File: src/rtl/spr_pkg.sv
package spr_pkg;
  parameter int unsigned ADDR_W   = 3;
  parameter int unsigned DATA_W   = 8;
  localparam int unsigned WORD_W   = ADDR_W + DATA_W;
  localparam int unsigned NUM_REGS = 1 << ADDR_W;

  localparam logic [ADDR_W-1:0] A_OFFS  = 3'd0;
  localparam logic [ADDR_W-1:0] A_EDGE  = 3'd1;
  localparam logic [ADDR_W-1:0] A_EXPHI = 3'd2;
  localparam logic [ADDR_W-1:0] A_EXPLO = 3'd3;
  localparam logic [ADDR_W-1:0] A_KP    = 3'd4;
  localparam logic [ADDR_W-1:0] A_KM    = 3'd5;
  localparam logic [ADDR_W-1:0] A_KX    = 3'd6;
  localparam logic [ADDR_W-1:0] A_MISC  = 3'd7;

  typedef logic [DATA_W-1:0] reg_t;
endpackage

File: src/rtl/spr_shifter.sv
module spr_shifter
  import spr_pkg::*;
(
  input  logic              clk_i,
  input  logic              rst_ni,
  input  logic              sdata_i,
  input  logic              load_i,
  output logic              pend_vld_o,
  output logic [ADDR_W-1:0] pend_addr_o,
  output reg_t              pend_data_o
);
  logic [WORD_W-2:0] sh_q;
  logic [WORD_W-1:0] word;

  // incoming bit completes the word at the load edge
  assign word = {sh_q, sdata_i};

  always_ff @(posedge clk_i or negedge rst_ni) begin
    if (!rst_ni) begin
      sh_q        <= '0;
      pend_vld_o  <= 1'b0;
      pend_addr_o <= '0;
      pend_data_o <= '0;
    end else begin
      sh_q       <= word[WORD_W-2:0];
      pend_vld_o <= load_i;
      if (load_i) begin
        pend_addr_o <= word[WORD_W-1:DATA_W];
        pend_data_o <= word[DATA_W-1:0];
      end
    end
  end
endmodule

File: src/rtl/spr_regfile.sv
module spr_regfile
  import spr_pkg::*;
(
  input  logic              clk_i,
  input  logic              rst_ni,
  input  logic              pend_vld_i,
  input  logic [ADDR_W-1:0] pend_addr_i,
  input  reg_t              pend_data_i,
  output reg_t              regs_o [NUM_REGS]
);
  // commit on the falling edge after capture
  for (genvar g = 0; g < NUM_REGS; g++) begin : g_reg
    always_ff @(negedge clk_i or negedge rst_ni) begin
      if (!rst_ni) begin
        regs_o[g] <= '0;
      end else if (pend_vld_i && (pend_addr_i == ADDR_W'(g))) begin
        regs_o[g] <= pend_data_i;
      end
    end
  end
endmodule

File: src/rtl/spr_fields.sv
module spr_fields
  import spr_pkg::*;
(
  input  reg_t        regs_i [NUM_REGS],
  output logic        edge_mode_o,
  output logic [1:0]  edge_dir_o,
  output logic [4:0]  gain_o,
  output logic [15:0] expo_o,
  output logic [7:0]  kern_p_o,
  output logic [7:0]  kern_m_o,
  output logic [7:0]  kern_x_o,
  output logic [3:0]  ratio_o,
  output logic        invert_o,
  output logic [2:0]  bias_o,
  output logic [1:0]  zero_cal_o,
  output logic [5:0]  offset_o
);
  always_comb begin
    {edge_mode_o, edge_dir_o, gain_o} = regs_i[A_EDGE];
    expo_o                            = {regs_i[A_EXPHI], regs_i[A_EXPLO]};
    kern_p_o                          = regs_i[A_KP];
    kern_m_o                          = regs_i[A_KM];
    kern_x_o                          = regs_i[A_KX];
    {ratio_o, invert_o, bias_o}       = regs_i[A_MISC];
    {zero_cal_o, offset_o}            = regs_i[A_OFFS];
  end
endmodule

File: src/rtl/serial_param_slave.sv
module serial_param_slave
  import spr_pkg::*;
(
  input  logic        clk_i,
  input  logic        rst_ni,
  input  logic        sdata_i,
  input  logic        load_i,
  output logic        edge_mode_o,
  output logic [1:0]  edge_dir_o,
  output logic [4:0]  gain_o,
  output logic [15:0] expo_o,
  output logic [7:0]  kern_p_o,
  output logic [7:0]  kern_m_o,
  output logic [7:0]  kern_x_o,
  output logic [3:0]  ratio_o,
  output logic        invert_o,
  output logic [2:0]  bias_o,
  output logic [1:0]  zero_cal_o,
  output logic [5:0]  offset_o
);
  logic              pend_vld;
  logic [ADDR_W-1:0] pend_addr;
  reg_t              pend_data;
  reg_t              regs [NUM_REGS];

  spr_shifter i_shifter (
    .clk_i       (clk_i),
    .rst_ni      (rst_ni),
    .sdata_i     (sdata_i),
    .load_i      (load_i),
    .pend_vld_o  (pend_vld),
    .pend_addr_o (pend_addr),
    .pend_data_o (pend_data)
  );

  spr_regfile i_regfile (
    .clk_i       (clk_i),
    .rst_ni      (rst_ni),
    .pend_vld_i  (pend_vld),
    .pend_addr_i (pend_addr),
    .pend_data_i (pend_data),
    .regs_o      (regs)
  );

  spr_fields i_fields (
    .regs_i      (regs),
    .edge_mode_o (edge_mode_o),
    .edge_dir_o  (edge_dir_o),
    .gain_o      (gain_o),
    .expo_o      (expo_o),
    .kern_p_o    (kern_p_o),
    .kern_m_o    (kern_m_o),
    .kern_x_o    (kern_x_o),
    .ratio_o     (ratio_o),
    .invert_o    (invert_o),
    .bias_o      (bias_o),
    .zero_cal_o  (zero_cal_o),
    .offset_o    (offset_o)
  );
endmodule

File: config.mk
export PLATFORM = sky130hd
export DESIGN_NAME = serial_param_slave
export DESIGN_NICKNAME = d
export VERILOG_FILES = /design/src/rtl/spr_pkg.sv /design/src/rtl/spr_shifter.sv /design/src/rtl/spr_regfile.sv /design/src/rtl/spr_fields.sv /design/src/rtl/serial_param_slave.sv
export SDC_FILE = /design/constraint.sdc
export NUM_CORES = 1
export LEC_CHECK = 0
export BUFFER_PORTS_ARGS = -buffer_cell sky130_fd_sc_hd__buf_2
export CORE_ASPECT_RATIO = 1.75
export CORE_UTILIZATION = 53
export DETAILED_ROUTE_END_ITERATION = 6
export PLACE_DENSITY = 0.88
export SETUP_SLACK_MARGIN = 0.1
export SLEW_MARGIN = 10
export SYNTH_ARGS = -nofsm -noshare
export SYNTH_HDL_FRONTEND = slang
export SYNTH_SLANG_ARGS = --single-unit
File: constraint.sdc
create_clock -name clk_i -period 1.7 [get_ports clk_i]
set_input_delay 0.17 -clock clk_i [delete_from_list [all_inputs] [get_ports clk_i]]
set_output_delay 0.17 -clock clk_i [all_outputs]
set_load 0.01 [all_outputs]
Yosys cells after proc, flatten, opt, wreduce, memory -nomap -nowiden
Index checks and enable logic that the tools add are counted.
{ "word_totals": {"ff_bits": 86, "output_inout_bits": 64, "elab_cells": 28, "inputBits": 4} }
{ "op_classes": {"eq_ne": 7, "n_reduce_logical": 9} }
{ "ops": {"columns": ["cell", "count"], "rows": [
  ["$eq 3x3->1 const B", 4],
  ["$logic_and 1x1->1", 8],
  ["$eq 3x2->1 const B", 2],
  ["$eq 3x1->1 const B", 1],
  ["$logic_not 3->1", 1]
]} }

Longest topological paths before layout
Gate-level depths: netlist of run 1.
{ "logic_depth": {"ltp_word": 2, "mapped_depth": 4, "ltp_nobuf": 2} }

By module
Synthesis of run 1 repeated with hierarchy kept, for this count alone.
{ "unflattened": {"hier_cells": 241, "area_unflattened_um2": 3656.0} }
{ "modules_own_cells": {"columns": ["module", "instances", "seq_area_each_um2", "cells_each", "area_each_um2"], "rows": [
  ["spr_regfile", 1, 1601.5, 143, 2452.4],
  ["spr_shifter", 1, 550.5, 34, 723.2],
  ["spr_fields", 1, 0.0, 64, 480.5]
]} }

==> results.json, run 1 <==
{
  "tritoncts": "done",
  "ios": 68,
  "wl_per_cell_um": 21.2,
  "cp.required_ns": 1.03,
  "violations": "negative setup slack",
  "drtIter0Drc": 74,
  "syn_nets": 181,
  "grt_usage": 0.247,
  "critPathKind": "flip-flop to flip-flop",
  "hp-class": "input port to flip-flop",
  "p_per_area_nw_per_um2": 1630,
  "yosysTopAreaCell": "dfrtn_1",
  "finish.instance_area_um2": 4560,
  "layout.nets": 322,
  "clockBufferDepth": 2,
  "port_buffers": 67,
  "synth-seq-area-share": 0.687,
  "synth_edf_count": 0,
  "irDropWorstVdd_uv": 858,
  "gp_congestion": 0.700,
  "syn-cell-area_um2": 3130,
  "syn-instance-count": 177,
  "dr_wl_met3_um": 256,
  "diodes": 0,
  "grt_overflow": 0,
  "cp.arrival_ns": 1.86,
  "drc": 0,
  "place_area_um2": 3800,
  "status": "complete, but fails checks",
  "worst_setup_path_end_kind": "flip-flop",
  "grt_max_degree": 42,
  "cts_root_buf": "clkbuf_8",
  "postSynthAreaPerCell_um2": 17.7,
  "synth_ff_type": "dfrtn_1",
  "setup_viol": 128,
  "p_leak_uw": 0.00226,
  "area_delta_synth_final_pct": 45.5,
  "fin_skew_ns": 0.0286,
  "yosysWarnings": 0,
  "yosys-top-cells-count": "75 x mux2_2, 64 x dfrtn_1, 22 x dfrtp_1, 5 x buf_2",
  "routed_wl_um": 8470,
  "die_w_um": 60.1,
  "h-tree-depth": 3,
  "die_y_um": 104,
  "path_max_fanout": 8,
  "dr.pass1.iters": 4,
  "slew_violations": 0,
  "met1_length_um": 3180,
  "met2WireLength_um": 4780,
  "tightest_slew_ns": 0.363,
  "route.vias.total": 2110,
  "grt_pass1_wl_um": 11000,
  "clk_pin_slew_worst_paths_ns": 0.09,
  "ant_nets": 0,
  "dr.max_layer_used": "met4",
  "grt_setup_unrepaired": "yes",
  "max-cap-violations": 0,
  "synth_area_leaders": "dfrtn_1 51%, mux2_2 27%, dfrtp_1 18%",
  "grt_pass1_vias": 2155,
  "die_area_um2": 6230,
  "start_util": 0.556,
  "cts_buffers": 9,
  "clock_insertion_delay_worst_skew_ns": 0.36,
  "ys_types": 11,
  "drive_above_1_share": 0.721,
  "num_rows": 36,
  "core_um2": 5630,
  "maxSlewHeadroom": 0.758,
  "grt_antenna_before_repair": 0,
  "synthArstFlopShare": 1.00,
  "synth_top_area_frac": 0.512,
  "clock-sinks": 86,
  "start_kind": "flip-flop",
  "fin_setup_tns_ns": -60.02,
  "ys_ff_latch": 86,
  "fin_ws_ns": -0.829,
  "final_hold_viol_count": 0,
  "hpwl_um": 4460,
  "drt-vias-per-instance": 5.29,
  "synth.most_common_cell": "mux2_2"
}
worst paths after layout:
kind	from	to	slack [ns]	cells after the start
max in group asynchronous	rst_ni	i_regfile.regs_o[24]	0.31	3
worst min-delay path	load_i	i_shifter.pend_vld_o	0.1	1
min in group asynchronous	rst_ni	i_shifter.pend_data_o[7]	0.34	3
worst min register to register	i_shifter.sh_q[0]	i_shifter.sh_q[1]	0.38	0
worst max-delay path	i_shifter.pend_addr_o[2]	i_regfile.regs_o[51]	-0.83	3
worst max register to register	i_shifter.pend_addr_o[2]	i_regfile.regs_o[51]	-0.83	3
cells by family (layout without fill, tap and decap cells):
logic type	Yosys count	after routing	synth area share
buf+inv	8	154	0.0152
flops	86	86	0.687
mux	75	75	0.270
simple gates	8	8	0.0276
critical path, cell delays in order, from the launching register on:
cell and delay (ns):
dfrtp_2 0.49, nor4bb_2 0.38, buf_4 0.30, mux2_4 0.33
sequential cells by signal, indices dropped and copies added, names as in the netlist:
register / count
i_shifter.sh_q: 10
i_shifter.pend_data_o: 8
i_shifter.pend_vld_o: 1
i_shifter.pend_addr_o: 3
i_regfile.regs_o: 64
layout make-up:
cell class | instances | area, µm²
flip-flops and latches | 86 | 2160
clock buffers | 14 | 184
fillers | 284 | 1070
multi-input cells | 83 | 1100
repair buffers | 138 | 1000
clock inverters | 2 | 12.5
well taps | 76 | 95.1
per-stage QoR:
step | hold slack [ns] | setup WS, ns | std cells | utilization | total power (µW)
after floorplan | -0.126 | -0.631 | 177 | - | 4130
after global placement | 0.164 | -0.678 | 329 | 0.675 | 4900
after detailed placement | 0.166 | -0.758 | 329 | 0.675 | 4990
after CTS | 0.0792 | -0.732 | 372 | 0.756 | 6710
after global routing | 0.0885 | -0.873 | 399 | 0.809 | 7780
final | 0.0966 | -0.829 | 399 | 0.809 | 7430
timing repair:
item                       in CTS  in global routing
setup endpoints to repair     128                128
hold buffers                    2                  0
hold endpoints to repair       23                  0
buffers inserted               25                 27
pin swaps                       2                  0
resized for setup              15                 20
routing by layer:
layer / up-vias / track usage
li1: 906 / -
met1: 1112 / 0.280
met2: 72 / 0.417
met3: 20 / 0.0524
met4: 0 / 0.126
met5: - / 0
layout by cell type, fill, tap and decap left out, drive strengths merged, types with 2 or more instances in the layout:
| master | Yosys | final |
|---|---|---|
| buf | 7 | 136 |
| clkbuf | 1 | 14 |
| dfrtn | 64 | 64 |
| dlygate4sd3 | 0 | 2 |
| nand4b | 3 | 3 |
| nor4bb | 3 | 3 |
| dfrtp | 22 | 22 |
| mux2 | 75 | 75 |
report_power, final:
part	leakage (µW)	switching (µW)	internal, µW	total, µW
clock	0.0000978	705	700	1400
combinational	0.00114	1060	1760	2820
sequential	0.00102	471	2730	3210
total	0.00226	2230	5200	7430
No activity file was read; power rests on OpenSTA's default activity.
==> run 2: changes to the inputs <==
--- a/config.mk
+++ b/config.mk
@@ -7,9 +7,9 @@
 export LEC_CHECK = 0
 export BUFFER_PORTS_ARGS = -buffer_cell sky130_fd_sc_hd__buf_2
 export CORE_ASPECT_RATIO = 1.75
-export CORE_UTILIZATION = 53
+export CORE_UTILIZATION = 35
 export DETAILED_ROUTE_END_ITERATION = 6
-export PLACE_DENSITY = 0.88
+export PLACE_DENSITY = 0.65
 export SETUP_SLACK_MARGIN = 0.1
 export SLEW_MARGIN = 10
 export SYNTH_ARGS = -nofsm -noshare
==> run 2 against run 1 <==
The flow still finishes with violations (negative setup slack). Routed wire length is 19% lower. Non-clock buffer count is 17 lower. Final area is 0.55% lower. Total power is 1.5% lower. Worst setup slack better by 0.18 ns. Critical path depth stayed put. Critical path type unchanged. Largest cell class unchanged. Largest power group unchanged.
==> results.json, run 2 (synthesis gave the netlist of run 1 again) <==
{
  "dr.max_layer_used": "met4",
  "ios": 68,
  "hp-class": "input port to flip-flop",
  "maxSlewHeadroom": 0.745,
  "die_area_um2": 9340,
  "p_per_area_nw_per_um2": 1620,
  "crit_buf_inv": 1,
  "cts_buffers": 9,
  "place_area_um2": 3850,
  "max-cap-violations": 0,
  "tightest_slew_ns": 0.382,
  "p_int_uw": 5270,
  "cp_slowest_cell": "dfrtp_2",
  "finish.instance_area_um2": 4530,
  "gp_congestion": 0.734,
  "cts_root_buf": "clkbuf_16",
  "violations": "negative setup slack",
  "p_leak_uw": 0.00217,
  "route.vias.total": 1945,
  "final_cell_mix": "64 x dfrtn_1, 58 x buf_2, 43 x mux2_2, 43 x buf_4, 32 x mux2_4",
  "grt_pass1_vias": 2079,
  "setup_viol": 128,
  "met1_length_um": 2810,
  "ant_nets": 0,
  "comb_power_share": 0.330,
  "area_delta_synth_final_pct": 44.7,
  "clock_insertion_delay_worst_skew_ns": 0.34,
  "fin_ws_ns": -0.648,
  "crit_chain": "nor4bb_2 -> buf_4 -> mux2_4",
  "dr.pass1.iters": 4,
  "drtIter0Drc": 71,
  "slew_violations": 0,
  "hpwl_um": 4350,
  "path_max_fanout": 8,
  "start_util": 0.361,
  "clock_power_share": 0.240,
  "grt_antenna_before_repair": 0,
  "drc": 0,
  "layout_commonest_cell": "dfrtn_1",
  "largest_reg_flops": 64,
  "critPathKind": "flip-flop to flip-flop",
  "die_w_um": 73.5,
  "fin_skew_ns": 0.00867,
  "h-tree-depth": 3,
  "irDropWorstVdd_uv": 638,
  "worst_setup_path_end_kind": "flip-flop",
  "switching_share": 0.280,
  "drive_above_1_share": 0.706,
  "die_y_um": 127,
  "start_kind": "flip-flop",
  "cpPeakStageDelay_ns": 0.47,
  "core_um2": 8670,
  "num_rows": 45,
  "port_buffers": 67,
  "cp.required_ns": 1.03,
  "tritoncts": "done",
  "largest_register": "i_regfile.regs_o",
  "status": "complete, but fails checks",
  "grt_pass1_wl_um": 11200,
  "grt_setup_unrepaired": "yes",
  "pwr-share-seq": 0.430,
  "grt_overflow": 0,
  "clockBufferDepth": 2,
  "dr_wl_met3_um": 241,
  "clock-sinks": 86,
  "met2WireLength_um": 3630,
  "diodes": 0,
  "wl_per_cell_um": 16.2,
  "final_hold_viol_count": 0,
  "cp.arrival_ns": 1.68,
  "layout.nets": 305,
  "clk_pin_slew_worst_paths_ns": 0.06,
  "grt_max_degree": 72,
  "dp_cells": 369,
  "drt-vias-per-instance": 4.60,
  "path_delay_family": "flip-flops",
  "instances_no_fill": 423,
  "switchingPower_uw": 2050,
  "largest_registers": "i_regfile.regs_o x64, i_shifter.sh_q x10, i_shifter.pend_data_o x8",
  "routed_wl_um": 6860,
  "grt_usage": 0.166
}
run 2: cell types whose count changed in the layout (fill, tap and decap cells not counted), sizes merged:
| cell | change |
|---|---|
| clkbuf | -3 |
| clkinvlp | +2 |
| clkinv | +1 |
| buf | -17 |
run 2: what timing repair did:
item | CTS | global route
hold buffers | 2 | 0
endpoints found under the setup margin | 128 | 128
endpoints found under the hold margin | 6 | 0
resized for setup | 20 | 8
setup buffers | 25 | 11
pin swaps | 3 | 2
run 2: worst paths after layout:
kind	startpoint	to	slack, ns	depth (start not counted)
min in group asynchronous	rst_ni	i_shifter.pend_data_o[4]	0.40	3
hold / removal	load_i	i_shifter.pend_vld_o	0.10	1
setup reg to reg	i_shifter.pend_addr_o[1]	i_regfile.regs_o[48]	-0.65	3
setup / recovery	i_shifter.pend_addr_o[1]	i_regfile.regs_o[48]	-0.65	3
hold reg to reg	i_shifter.sh_q[6]	i_shifter.sh_q[7]	0.37	0
max in group asynchronous	rst_ni	i_regfile.regs_o[47]	0.24	3
run 2: per-stage QoR:
step | TNS, ns | hold slack, ns | setup WS [ns] | util | total power [µW]
2_1_floorplan | -33.94 | -0.126 | -0.631 | - | 4130
3_3_place_gp | -40.60 | 0.212 | -0.710 | 0.444 | 4930
3_5_place_dp | -41.72 | 0.219 | -0.748 | 0.444 | 4980
4_1_cts | -52.53 | 0.100 | -0.639 | 0.508 | 7170
5_1_grt | -56.58 | 0.106 | -0.692 | 0.523 | 7750
6_report | -51.09 | 0.104 | -0.648 | 0.523 | 7320
run 2: final cells by class:
type | instances | area, µm²
fill | 752 | 4140
sequential | 86 | 2160
multi-input combinational | 83 | 1090
timing repair buffer | 121 | 871
clock buffer | 11 | 233
tap | 117 | 146
clock inverter | 5 | 36.3
run 2: layer usage:
metal | track usage | up-vias
met5 | 0 | -
met4 | 0.0973 | 0
met2 | 0.274 | 53
met3 | 0.0292 | 15
met1 | 0.199 | 988
li1 | - | 889
run 2: power by group through the flow:
| stage | combinational (µW) | clock, µW | sequential (µW) |
|---|---|---|---|
| floorplan | 756 | 0 | 3380 |
| global placement | 1770 | 0 | 3160 |
| detailed placement | 1810 | 0 | 3180 |
| CTS | 2220 | 1810 | 3140 |
| global route | 2620 | 1890 | 3240 |
| finish | 2410 | 1760 | 3150 |
==> run 3: changes to the inputs <==
--- a/config.mk
+++ b/config.mk
@@ -9,8 +9,9 @@
 export CORE_ASPECT_RATIO = 1.75
 export CORE_UTILIZATION = 35
 export DETAILED_ROUTE_END_ITERATION = 6
+export GPL_TIMING_DRIVEN = 1
 export PLACE_DENSITY = 0.65
-export SETUP_SLACK_MARGIN = 0.1
+export SETUP_SLACK_MARGIN = 0.3
 export SLEW_MARGIN = 10
 export SYNTH_ARGS = -nofsm -noshare
 export SYNTH_HDL_FRONTEND = slang
==> run 3 against run 2 <==
The run still ends with negative setup slack left. Routed wire length rose by 0.73%. Final cell count did not move. Die area unchanged. Critical endpoint is now i_regfile.regs_o[50].
==> results.json, run 3 (synthesis gave the netlist of run 1 again) <==
{
  "die_w_um": 73.5,
  "fin_skew_ns": 0.00825,
  "whs_path_depth": 1,
  "power_uw": 7320,
  "drtIter0Drc": 83,
  "layout_commonest_cell": "dfrtn_1",
  "slew_violations": 0,
  "h-tree-depth": 3,
  "cp_slowest_cell": "dfrtp_2",
  "grt_pass1_wl_um": 11300,
  "ff2ff_path_depth": 3,
  "final.fill_count": 752,
  "hpwl_um": 4350,
  "wl_per_cell_um": 16.3,
  "worst_setup_path_end_kind": "flip-flop",
  "num_rows": 45,
  "final_hold_viol_count": 0,
  "hp-class": "input port to flip-flop",
  "fin_ws_ns": -0.647,
  "p_per_area_nw_per_um2": 1620,
  "drc": 0,
  "diodes": 0,
  "setup_viol": 128,
  "final_cell_mix": "64 x dfrtn_1, 58 x buf_2, 43 x mux2_2, 43 x buf_4, 32 x mux2_4",
  "cp.arrival_ns": 1.68,
  "max-cap-violations": 0,
  "path_max_fanout": 8,
  "dr.pass1.iters": 4,
  "clock-sinks": 86,
  "dp_cells": 369,
  "tritoncts": "done",
  "route.vias.total": 1946,
  "instances_no_fill": 423,
  "drive_above_1_share": 0.706,
  "drt-vias-per-instance": 4.60,
  "area_delta_synth_final_pct": 44.7,
  "status": "complete, but fails checks",
  "dp_worst_setup_slack_ns": -0.748,
  "grt_pass1_vias": 2098,
  "die_area_um2": 9340,
  "grt_antenna_before_repair": 0,
  "clk_pin_slew_worst_paths_ns": 0.06,
  "largest_reg_flops": 64,
  "tightest_slew_ns": 0.383,
  "ios": 68,
  "routed_wl_um": 6910,
  "violations": "negative setup slack",
  "gp_congestion": 0.734,
  "grt_max_degree": 68,
  "clock_insertion_delay_worst_skew_ns": 0.34,
  "cpPeakStageDelay_ns": 0.47,
  "largest_register": "i_regfile.regs_o",
  "die_y_um": 127,
  "critPathKind": "flip-flop to flip-flop",
  "irDropWorstVdd_uv": 639,
  "grt_usage": 0.167,
  "port_buffers": 67,
  "maxSlewHeadroom": 0.745,
  "grt_setup_unrepaired": "yes",
  "ant_nets": 0,
  "crit_chain": "nor4bb_2 -> buf_4 -> mux2_4",
  "start_kind": "flip-flop",
  "largest_registers": "i_regfile.regs_o x64, i_shifter.sh_q x10, i_shifter.pend_data_o x8",
  "grt_overflow": 0,
  "core_um2": 8670,
  "cp.required_ns": 1.04,
  "clockBufferDepth": 2,
  "start_util": 0.361,
  "layout.nets": 305,
  "p_leak_uw": 0.00217,
  "cts_buffers": 9,
  "cts_root_buf": "clkbuf_16"
}
-- run 3: cell counts in the layout (fill, tap and decap cells not counted) --
Identical to the previous run, type by type.
-- run 3: stage by stage --
| stage | hold slack (ns) | instance area [µm²] | setup TNS (ns) | util |
|---|---|---|---|---|
| 3_5_place_dp | 0.219 | 3850 | -41.72 | 0.444 |
| 2_1_floorplan | -0.126 | 3240 | -33.94 | - |
| 6_report | 0.105 | 4530 | -51.17 | 0.523 |
| 5_1_grt | 0.106 | 4530 | -56.58 | 0.523 |
| 4_1_cts | 0.100 | 4400 | -52.53 | 0.508 |
| 3_3_place_gp | 0.212 | 3850 | -40.60 | 0.444 |
-- run 3: final cells by class --
class                   instances  area, µm²  share of cell area
flip-flops and latches         86       2160               0.476
clock inverters                 5       36.3             0.00801
well taps                     117        146              0.0323
multi-input cells              83       1090               0.240
repair buffers                121        871               0.192
clock buffers                  11        233              0.0514
-- run 3: worst paths after layout --
kind	startpoint	end	slack, ns
hold / removal	load_i	i_shifter.pend_vld_o	0.10
max in group asynchronous	rst_ni	i_regfile.regs_o[11]	0.82
setup reg to reg	i_shifter.pend_addr_o[1]	i_regfile.regs_o[50]	-0.65
hold reg to reg	i_shifter.sh_q[6]	i_shifter.sh_q[7]	0.37
min in group asynchronous	rst_ni	i_shifter.pend_data_o[0]	0.12
setup / recovery	i_shifter.pend_addr_o[1]	i_regfile.regs_o[50]	-0.65
-- run 3: worst max-delay path, delay by kind of cell, from the launching register on --
kind                   cells  cell delay, ns
buffers and inverters      1            0.26
DFF                        1            0.47
muxes                      1            0.31
and+or+nand+nor            1            0.30
-- run 3: metal layers --
layer	routed length [µm]	share of wire	up-vias	global-route usage
met2	3700	0.54	53	0.277
met4	176	0.025	0	0.0973
met1	2790	0.40	990	0.199
li1	-	-	888	-
met5	0	0	-	0
met3	241	0.035	15	0.0292
-- run 3: repair_timing --
action,4_1_cts,5_1_grt
setup endpoints to repair,128,128
hold endpoints to repair,6,0
pin swaps,3,2
hold buffers,2,0
setup buffers,25,11
resized for setup,20,8
-- run 3: power breakdown --
part / switching [µW] / internal, µW / leakage, µW
clock: 772 / 989 / 0.000122
combinational: 873 / 1540 / 0.00103
sequential: 411 / 2740 / 0.00102
total: 2060 / 5270 / 0.00217
